--- src/rtl/zbt_pkg.sv ---
`timescale 1ns/1ps
package zbt_pkg;
  typedef enum logic [1:0] {
    OP_NONE = 2'd0,
    OP_RD   = 2'd1,
    OP_WR   = 2'd2
  } op_e;
endpackage

--- src/rtl/zbt_cmd.sv ---
`timescale 1ns/1ps
// Command capture and burst address generation (pipeline stage 1).
module zbt_cmd
  import zbt_pkg::*;
#(
  parameter int ADDR_W  = 6,
  parameter int BYTES   = 4,
  parameter int BURST_W = 2
) (
  input  logic              clk,
  input  logic              rst_n,
  input  logic              en,
  input  logic              sel_a_n,
  input  logic              sel_b,
  input  logic              sel_c_n,
  input  logic              load_n,
  input  logic              wr_n,
  input  logic [BYTES-1:0]  byte_wr_n,
  input  logic [ADDR_W-1:0] addr,
  output op_e               s1_op,
  output logic [ADDR_W-1:0] s1_addr,
  output logic [BYTES-1:0]  s1_be
);
  localparam int HI_W = ADDR_W - BURST_W;

  logic              sel;
  op_e               nxt_op;
  logic [ADDR_W-1:0] nxt_addr;
  logic [BYTES-1:0]  nxt_be;

  always_comb begin
    sel      = !sel_a_n && sel_b && !sel_c_n;
    nxt_op   = OP_NONE;
    nxt_addr = s1_addr;
    nxt_be   = '0;
    if (!load_n) begin
      if (sel) begin
        nxt_op   = wr_n ? OP_RD : OP_WR;
        nxt_addr = addr;
      end
    end else if (s1_op != OP_NONE) begin
      nxt_op   = s1_op;
      nxt_addr = {s1_addr[ADDR_W-1:BURST_W],
                  s1_addr[BURST_W-1:0] + BURST_W'(1)};
    end
    if (nxt_op == OP_WR) nxt_be = ~byte_wr_n;
  end

  always_ff @(posedge clk or negedge rst_n) begin
    if (!rst_n) begin
      s1_op   <= OP_NONE;
      s1_addr <= '0;
      s1_be   <= '0;
    end else if (en) begin
      s1_op   <= nxt_op;
      s1_addr <= nxt_addr;
      s1_be   <= nxt_be;
    end
  end

  // a load slot without full select yields no command
  p_deselect_idle_r7: assert property (@(posedge clk) disable iff (!rst_n)
    (en && !load_n && !(!sel_a_n && sel_b && !sel_c_n)) |=> (s1_op == OP_NONE));

  // advancing keeps direction and the upper address bits
  p_burst_keep_r10: assert property (@(posedge clk) disable iff (!rst_n)
    (en && load_n && s1_op != OP_NONE) |=>
      (s1_op == $past(s1_op) &&
       s1_addr[ADDR_W-1:BURST_W] == $past(s1_addr[ADDR_W-1:BURST_W])));

  // advancing with no burst active starts nothing
  p_idle_advance_r11: assert property (@(posedge clk) disable iff (!rst_n)
    (en && load_n && s1_op == OP_NONE) |=> (s1_op == OP_NONE));

  logic [HI_W-1:0] unused_hi;
  assign unused_hi = addr[ADDR_W-1:BURST_W];
endmodule

--- src/rtl/zbt_stage.sv ---
`timescale 1ns/1ps
// Second pipeline register; keeps read and write resolution aligned.
module zbt_stage
  import zbt_pkg::*;
#(
  parameter int ADDR_W = 6,
  parameter int BYTES  = 4
) (
  input  logic              clk,
  input  logic              rst_n,
  input  logic              en,
  input  op_e               s1_op,
  input  logic [ADDR_W-1:0] s1_addr,
  input  logic [BYTES-1:0]  s1_be,
  output op_e               s2_op,
  output logic [ADDR_W-1:0] s2_addr,
  output logic [BYTES-1:0]  s2_be
);
  always_ff @(posedge clk or negedge rst_n) begin
    if (!rst_n) begin
      s2_op   <= OP_NONE;
      s2_addr <= '0;
      s2_be   <= '0;
    end else if (en) begin
      s2_op   <= s1_op;
      s2_addr <= s1_addr;
      s2_be   <= s1_be;
    end
  end

  // a stalled edge leaves the stage untouched
  p_stage_hold_r6: assert property (@(posedge clk) disable iff (!rst_n)
    !en |=> ($stable(s2_op) && $stable(s2_addr) && $stable(s2_be)));
endmodule

--- src/rtl/zbt_mem.sv ---
`timescale 1ns/1ps
// Storage array: write commit and read output at the same pipeline slot.
module zbt_mem
  import zbt_pkg::*;
#(
  parameter int ADDR_W = 6,
  parameter int BYTES  = 4,
  parameter int BYTE_W = 8
) (
  input  logic                    clk,
  input  logic                    rst_n,
  input  logic                    en,
  input  op_e                     s2_op,
  input  logic [ADDR_W-1:0]       s2_addr,
  input  logic [BYTES-1:0]        s2_be,
  input  logic [BYTES*BYTE_W-1:0] din,
  output logic [BYTES*BYTE_W-1:0] dout,
  output logic                    dout_en
);
  localparam int DATA_W = BYTES * BYTE_W;
  localparam int DEPTH  = 1 << ADDR_W;

  logic [DATA_W-1:0] mem [DEPTH];

  for (genvar b = 0; b < BYTES; b++) begin : g_lane
    always_ff @(posedge clk) begin
      if (en && s2_op == OP_WR && s2_be[b])
        mem[s2_addr][b*BYTE_W +: BYTE_W] <= din[b*BYTE_W +: BYTE_W];
    end
  end

  always_ff @(posedge clk or negedge rst_n) begin
    if (!rst_n) begin
      dout    <= '0;
      dout_en <= 1'b0;
    end else if (en) begin
      dout_en <= (s2_op == OP_RD);
      if (s2_op == OP_RD) dout <= mem[s2_addr];
    end
  end

  // a read reaching this slot drives valid data next
  p_read_valid_r2: assert property (@(posedge clk) disable iff (!rst_n)
    (en && s2_op == OP_RD) |=> dout_en);

  // writes, deselects and idle slots release the bus
  p_bus_release_r9: assert property (@(posedge clk) disable iff (!rst_n)
    (en && s2_op != OP_RD) |=> !dout_en);

  // output register frozen while stalled
  p_out_hold_r6: assert property (@(posedge clk) disable iff (!rst_n)
    !en |=> ($stable(dout) && $stable(dout_en)));
endmodule

--- src/rtl/zbt_sram.sv ---
`timescale 1ns/1ps
module zbt_sram
  import zbt_pkg::*;
#(
  parameter int ADDR_W = 6,
  parameter int BYTES  = 4,
  parameter int BYTE_W = 8
) (
  input  logic                    clk,
  input  logic                    rst_n,
  input  logic                    cke_n,
  input  logic                    sel_a_n,
  input  logic                    sel_b,
  input  logic                    sel_c_n,
  input  logic                    load_n,
  input  logic                    wr_n,
  input  logic [BYTES-1:0]        byte_wr_n,
  input  logic [ADDR_W-1:0]       addr,
  input  logic [BYTES*BYTE_W-1:0] din,
  output logic [BYTES*BYTE_W-1:0] dout,
  output logic                    dout_en
);
  localparam int BURST_W = 2;

  logic              en;
  op_e               s1_op, s2_op;
  logic [ADDR_W-1:0] s1_addr, s2_addr;
  logic [BYTES-1:0]  s1_be, s2_be;

  assign en = !cke_n;

  zbt_cmd #(.ADDR_W(ADDR_W), .BYTES(BYTES), .BURST_W(BURST_W)) u_cmd (
    .clk(clk), .rst_n(rst_n), .en(en),
    .sel_a_n(sel_a_n), .sel_b(sel_b), .sel_c_n(sel_c_n),
    .load_n(load_n), .wr_n(wr_n), .byte_wr_n(byte_wr_n), .addr(addr),
    .s1_op(s1_op), .s1_addr(s1_addr), .s1_be(s1_be)
  );

  zbt_stage #(.ADDR_W(ADDR_W), .BYTES(BYTES)) u_stage (
    .clk(clk), .rst_n(rst_n), .en(en),
    .s1_op(s1_op), .s1_addr(s1_addr), .s1_be(s1_be),
    .s2_op(s2_op), .s2_addr(s2_addr), .s2_be(s2_be)
  );

  zbt_mem #(.ADDR_W(ADDR_W), .BYTES(BYTES), .BYTE_W(BYTE_W)) u_mem (
    .clk(clk), .rst_n(rst_n), .en(en),
    .s2_op(s2_op), .s2_addr(s2_addr), .s2_be(s2_be),
    .din(din), .dout(dout), .dout_en(dout_en)
  );

  // a command two slots deep resolves even if the bus is deselected now
  p_drain_r8: assert property (@(posedge clk) disable iff (!rst_n)
    (en && s2_op == OP_RD && !load_n && sel_b == 1'b0) |=> dout_en);
endmodule

--- config.mk ---
export PLATFORM = sky130hd
export DESIGN_NAME = zbt_sram
export DESIGN_NICKNAME = d
export VERILOG_FILES = /design/src/rtl/zbt_pkg.sv /design/src/rtl/zbt_cmd.sv /design/src/rtl/zbt_stage.sv /design/src/rtl/zbt_mem.sv /design/src/rtl/zbt_sram.sv
export SDC_FILE = /design/constraint.sdc
export NUM_CORES = 2
export LEC_CHECK = 0
export BUFFER_PORTS_ARGS = -buffer_cell sky130_fd_sc_hd__buf_2
export CORE_MARGIN = 3
export CORE_UTILIZATION = 23
export DETAILED_ROUTE_END_ITERATION = 7
export SYNTH_ARGS = -nofsm -noshare
export SYNTH_HDL_FRONTEND = slang
export SYNTH_SLANG_ARGS = --single-unit
export TNS_END_PERCENT = 10
--- constraint.sdc ---
create_clock -name clk -period 2.51 [get_ports clk]
set_input_delay 0.251 -clock clk [delete_from_list [all_inputs] [get_ports clk]]
set_output_delay 0.251 -clock clk [all_outputs]
set_load 0.01 [all_outputs]
* Word-level counts from Yosys, hierarchy flattened
Memory sizes are Yosys's and may differ from the RTL's. A register that Yosys moved wholly into a read port is not among the register bits.
Cells that the tools add are included.
** Storage, ports and cells
- Register bits after elaboration :: 25
- Bits in latches :: 0
- Memory bits (writable) :: 2048
- Memory bits (read-only) :: 0
- Input port bits :: 50
- Output and inout port bits :: 33
- Word-level logic and storage cells :: 49
- Memories kept :: 1
** Operators by class
- Add/sub/neg operators :: 1
- $mul :: 0
- Divide/modulo/power cells :: 0
- Magnitude comparators :: 0
- Equal/unequal tests :: 4
- Shift operators :: 0
- Muxes and demuxes :: 16
- Bitwise logic cells :: 3
- Reduce and logical (&&, ||, !) cells :: 16
** Memories
- u_mem.mem :: words 64, width 32, rd ports 1, clocked after memory_dff 1, write ports 1, RTL line zbt_mem.sv:23 : logic [DATA_W-1:0] mem [DEPTH];
** Operators by type and width (count)
- 6-bit 2-to-1 mux :: 2
- 2-bit 2-to-1 mux :: 5
- 1-bit 2-to-1 mux :: 8
- 1-bit logical AND :: 7
- 3-bit AND reduction :: 2
- 2-bit == test (second input constant) :: 2
- 1-bit zero test :: 4
- 4-bit 2-to-1 mux :: 1
- 4-bit inverter :: 1
- 2-bit nonzero test :: 2
- 2-bit by 1-bit adder with 2-bit output (second input constant) :: 1
- 2-bit by 1-bit == test with 1-bit output (second input constant) :: 1
- 2-bit by 1-bit inequality test with 1-bit output (second input constant) :: 1
- 1-bit inverter :: 2
- 2-bit AND reduction :: 1

* Logic depth before layout (Yosys ltp)
- Word-level depth :: 7
- Gate-level depth with buffers :: 12
- Gate-level depth less buffers :: 6

* Hierarchy
A second synthesis with hierarchy kept.
** Unflattened totals
- Cells, all modules :: 4529
- Area, all modules :: 81817.2 sq um
** By module, submodules not included
- zbt_mem :: times used 1, cells an instance 4454, area an instance 80758.7 sq um, sequential area each 62324.8 sq um
- zbt_cmd :: times used 1, cells an instance 49, area an instance 570.5 sq um, sequential area each 300.3 sq um
- zbt_stage :: times used 1, cells an instance 25, area an instance 484.2 sq um, sequential area each 300.3 sq um
- zbt_sram :: times used 1, cells an instance 1, area an instance 3.8 sq um, sequential area each 0.0 sq um

* Worst setup path after synthesis
OpenSTA, ideal clock, no wires.
- Path type :: flip-flop to flip-flop
- Start :: register u_stage.s2_addr[2]
- End :: memory u_mem.mem[59][24] in the netlist's numbering, enable pin
- Library setup time :: 0.370 ns
- Arrival time :: 2.027 ns
- Required time :: 2.140 ns
- Slack :: 0.113 ns
- Cell stages (with the launch flop) :: 9
- Buffers on the path :: 5
- Period minus slack after synthesis :: 2.397 ns
- Cells stage by stage :: dfrtp_1 buf_4 buf_6 inv_1 buf_2 buf_2 buf_1 nand2_1 nor2_1
** RTL lines
- start: declaration :: RTL line zbt_stage.sv:16 : output logic [ADDR_W-1:0] s2_addr,
- start signal: assignment :: RTL line zbt_stage.sv:26 : s2_addr <= s1_addr;
- end: declaration :: RTL line zbt_mem.sv:23
No word-level cell before the write port.

==> run_results.csv <==
group,metric,value,unit
setup_path,cp.required,3240,ps
clock_network,cts_root_buf,"clkbuf_16",
placement,pre_cts_slack,-389.4,ps
setup_path,rr_worst_depth,7,
global_route,grt_pass1_wl,372600,µm
cells_and_area,layout.nets,5624,
pwr,power.density,963.3,nW/µm²
setup_path,path_depth,7,
cells_and_area,fill_cells,34620,
yosys,synth_area_leaders,"edfxtp_1 (75%), mux4_2 (4.6%), mux2i_1 (2.7%), a221oi_1 (2.3%), mux2_2 (2.3%)",
cells_and_area,final_common_cell,"edfxtp_1",
drt,wl_per_cell,25.51,µm
floorplan,die_x,602.5,µm
setup_path,crit_fanout,7,
pwr,ir_worst_vdd,628.9,µV
cells_and_area,most-common-layout-cells,"edfxtp_1 (2,048), buf_4 (787), nor2_1 (342), clkbuf_16 (218), mux2i_1 (210)",
global_route,overflow,0,
drt,drt-pass1-iter-count,6,
yosys,synth_fp_nets,4596,
drt,finalWirelength,267600,µm
placement,place.gp.congestion,0.8682,
yosys,synth_area_per_cell,18.00,µm²
setup_path,timing.rr.end,"u_mem.dout[26]$_DFFE_PN0P_",
setup_path,cp.arrival,3470,ps
placement,numPortBuffers,82,
yosys,synthArstFlopShare,2.708,%
setup_path,crit_chain,"buf_6, buf_12, mux2_2, a221o_1, a222oi_1, o211ai_1, o32a_1",
floorplan,die_h,602.5,µm
yosys,ys.flop_type,"edfxtp_1",
cells_and_area,drive_gt1_share,34.10,%
drt,via_count,49853,
clock_network,cts_buffers,207,
cells_and_area,area_growth,28.31,%
setup_path,critPathKind,"register to register",
drt,vias_per_cell,4.753,
sta,hold_violations,0,
pwr,leakagePower,34.42,nW
yosys,ys_seq_area_share,76.90,%
yosys,synth.distinct_cells,71,
floorplan,ios,83,
setup_path,endpoint_kind,"register",
yosys,yosysWarnings,0,
floorplan,die_area,363000,µm²
floorplan,row_count,218,
floorplan,coreArea,353500,µm²
clock_network,cts_htree_levels,4,
sta,fmax,365.3,MHz
sta,relSlewSlack,30.61,%
sta,fin_skew,52.82,ps
sta,worstMarginPinSlew,1041,ps
setup_path,crit_start,"u_stage.s2_addr[2]$_DFFE_PN0N_",
sta,final.period_utilization,109.1,%
setup_path,r2r_start,"u_stage.s2_addr[2]$_DFFE_PN0N_",
yosys,yosys.area.top_type_share,75.15,%
setup_path,cp_top_family,"compound AO/OA/AOI/OAI gates",
yosys,synth_edf_count,2048,
setup_path,crit_slowest_cell,"a222oi_1",
min_path,hp-class,"input pin to register",
drt,drt_iter0_markers,6520,
sta,setup_ws,-227.7,ps
drt,drc,0,
global_route,gr-usage-all-layers,14.05,%
setup_path,slowest_delay,550,ps
floorplan,start_util,23.15,%
outcome,violations,"negative setup slack",
sta,drv_slew,0,
yosys,synth_seq_cells,2105,
clock_network,tritoncts,"built",
yosys,synth.largest_area_cell,"edfxtp_1",
sta,setup_viol,56,
setup_path,start_kind,"register",
clock_network,cts_sinks,2105,
placement,dp_cells,9951,
yosys,syn_area,81830,µm²
clock_network,clk_path_buf_depth,3,
yosys,synthCells,4546,
sta,period_needed,2738,ps
cells_and_area,instances_no_fill,10489,
clock_network,clk_latency,850,ps
setup_path,worstPathBufferInverterCount,2,
setup_path,rrSetupSlack,-230,ps
clock_network,clk_pin_slew,60,ps
placement,dp_hpwl,176700,µm
global_route,antenna_found_initial,26,
drt,antenna_left,0,
job,maxCapViolCount,0,
setup_path,worstSetupEndpoint,"u_mem.dout[26]$_DFFE_PN0P_",
outcome,status,"finished, violations left",
global_route,grt_max_degree,65,
global_route,grt_pass1_vias,49099,
sta,rsz0062_at_grt,"yes",
## registers in the layout, indices dropped and copies added, names as in the netlist
name and flops:
u_cmd.s1_addr 6, u_cmd.s1_be 4, u_cmd.s1_op 2, u_mem.dout 32, u_mem.dout_en 1, u_mem.mem 2048, u_stage.s2_addr 6, u_stage.s2_be 4
u_stage.s2_op 2
## timing repair
| action | CTS | global route |
|---|---|---|
| buffers inserted | 34 | 47 |
| gates resized for setup | 125 | 246 |
| endpoints found under the setup margin | 401 | 469 |
| pin swaps | 18 | 63 |
| hold buffers | 54 | 0 |
| endpoints found under the hold margin | 695 | 0 |
| gates cloned | 5 | 8 |
## power by group
group / total, mW / switching, mW / internal, mW
registers: 39.5 / 0.613 / 38.9
clock network: 31.2 / 13.5 / 17.7
logic: 30.5 / 17.3 / 13.2
## cells in the mapped netlist (6+ instances only)
cell	n
a31oi_1	31
o22a_1	12
o221ai_1	12
nor3b_1	6
dfrtp_1	57
nand3_1	17
o22ai_1	88
mux2_2	164
nand4_1	10
o2111ai_1	6
o2bb2ai_1	22
buf_2	115
a221o_1	29
nor3_1	7
a32oi_1	6
and2_1	9
buf_1	29
a211oi_1	21
o21ai_0	119
buf_4	50
a22o_1	20
a22oi_1	137
nor2_1	374
and3_1	12
buf_6	20
mux2i_1	222
a41oi_1	7
nand2_1	168
a21oi_1	138
a221oi_1	214
nand2b_1	7
clkbuf_1	105
edfxtp_1	2048
mux4_2	166
o32a_1	16
## worst min-delay path by stage
| stage | from | end | depth (start not counted) |
|---|---|---|---|
| after floorplan | rst_n | u_cmd.s1_addr[0]$_DFFE_PN0P_ | 0 |
| after global placement | byte_wr_n[1] | u_cmd.s1_be[1]$_DFFE_PN0N_ | 2 |
| after detailed placement | byte_wr_n[3] | u_cmd.s1_be[3]$_DFFE_PN0N_ | 2 |
| after CTS | din[20] | u_mem.mem[21][20]$_DFFE_PP_ | 2 |
| after global routing | din[13] | u_mem.mem[47][13]$_DFFE_PP_ | 1 |
| final | din[19] | u_mem.mem[21][19]$_DFFE_PP_ | 2 |
## cells by family (layout without fill, tap and decap cells)
group / after synthesis / after routing / share of synthesized area [%]
compound gates: 917 / 917 / 8.136
buf+inv: 324 / 1528 / 2.089
flops: 2105 / 2105 / 76.90
mux: 553 / 553 / 9.555
other cells: 0 / 9 / 0
simple gates: 647 / 647 / 3.324
## metrics by stage
stage               hold slack [ps]  util, %  TNS (ps)  total power, mW  instance area [µm²]
floorplan                    -44.59        -         0            52.77                81830
global placement              452.5    26.89    -24060            66.82                95050
detailed placement            454.2    26.89    -25380            66.93                95050
CTS                           13.76    29.25     -1894            99.31               103400
global route                  46.82    29.70     -3663            104.0               105000
finish                        64.14    29.70     -2066            101.1               105000
## final cells by class
| cell class | count | area, µm² | area share [%] |
|---|---|---|---|
| Sequential cell | 2105 | 62940 | 59.94 |
| Multi-Input combinational cell | 2117 | 18520 | 17.64 |
| Timing Repair Buffer | 1139 | 10770 | 10.25 |
| Tap cell | 4730 | 5918 | 5.637 |
| Clock buffer | 267 | 5539 | 5.276 |
| Clock inverter | 118 | 1266 | 1.206 |
| Inverter | 4 | 30.03 | 0.02860 |
| Antenna cell | 9 | 22.52 | 0.02145 |
## layer usage
layer,global-route usage (%),up-vias,wire (µm)
met2,22.90,2779,128200
met5,0,-,28
met4,5.685,6,10880
met3,2.606,459,23850
li1,-,20676,-
met1,18.39,25933,104600
(Power assumes the default switching activity.)
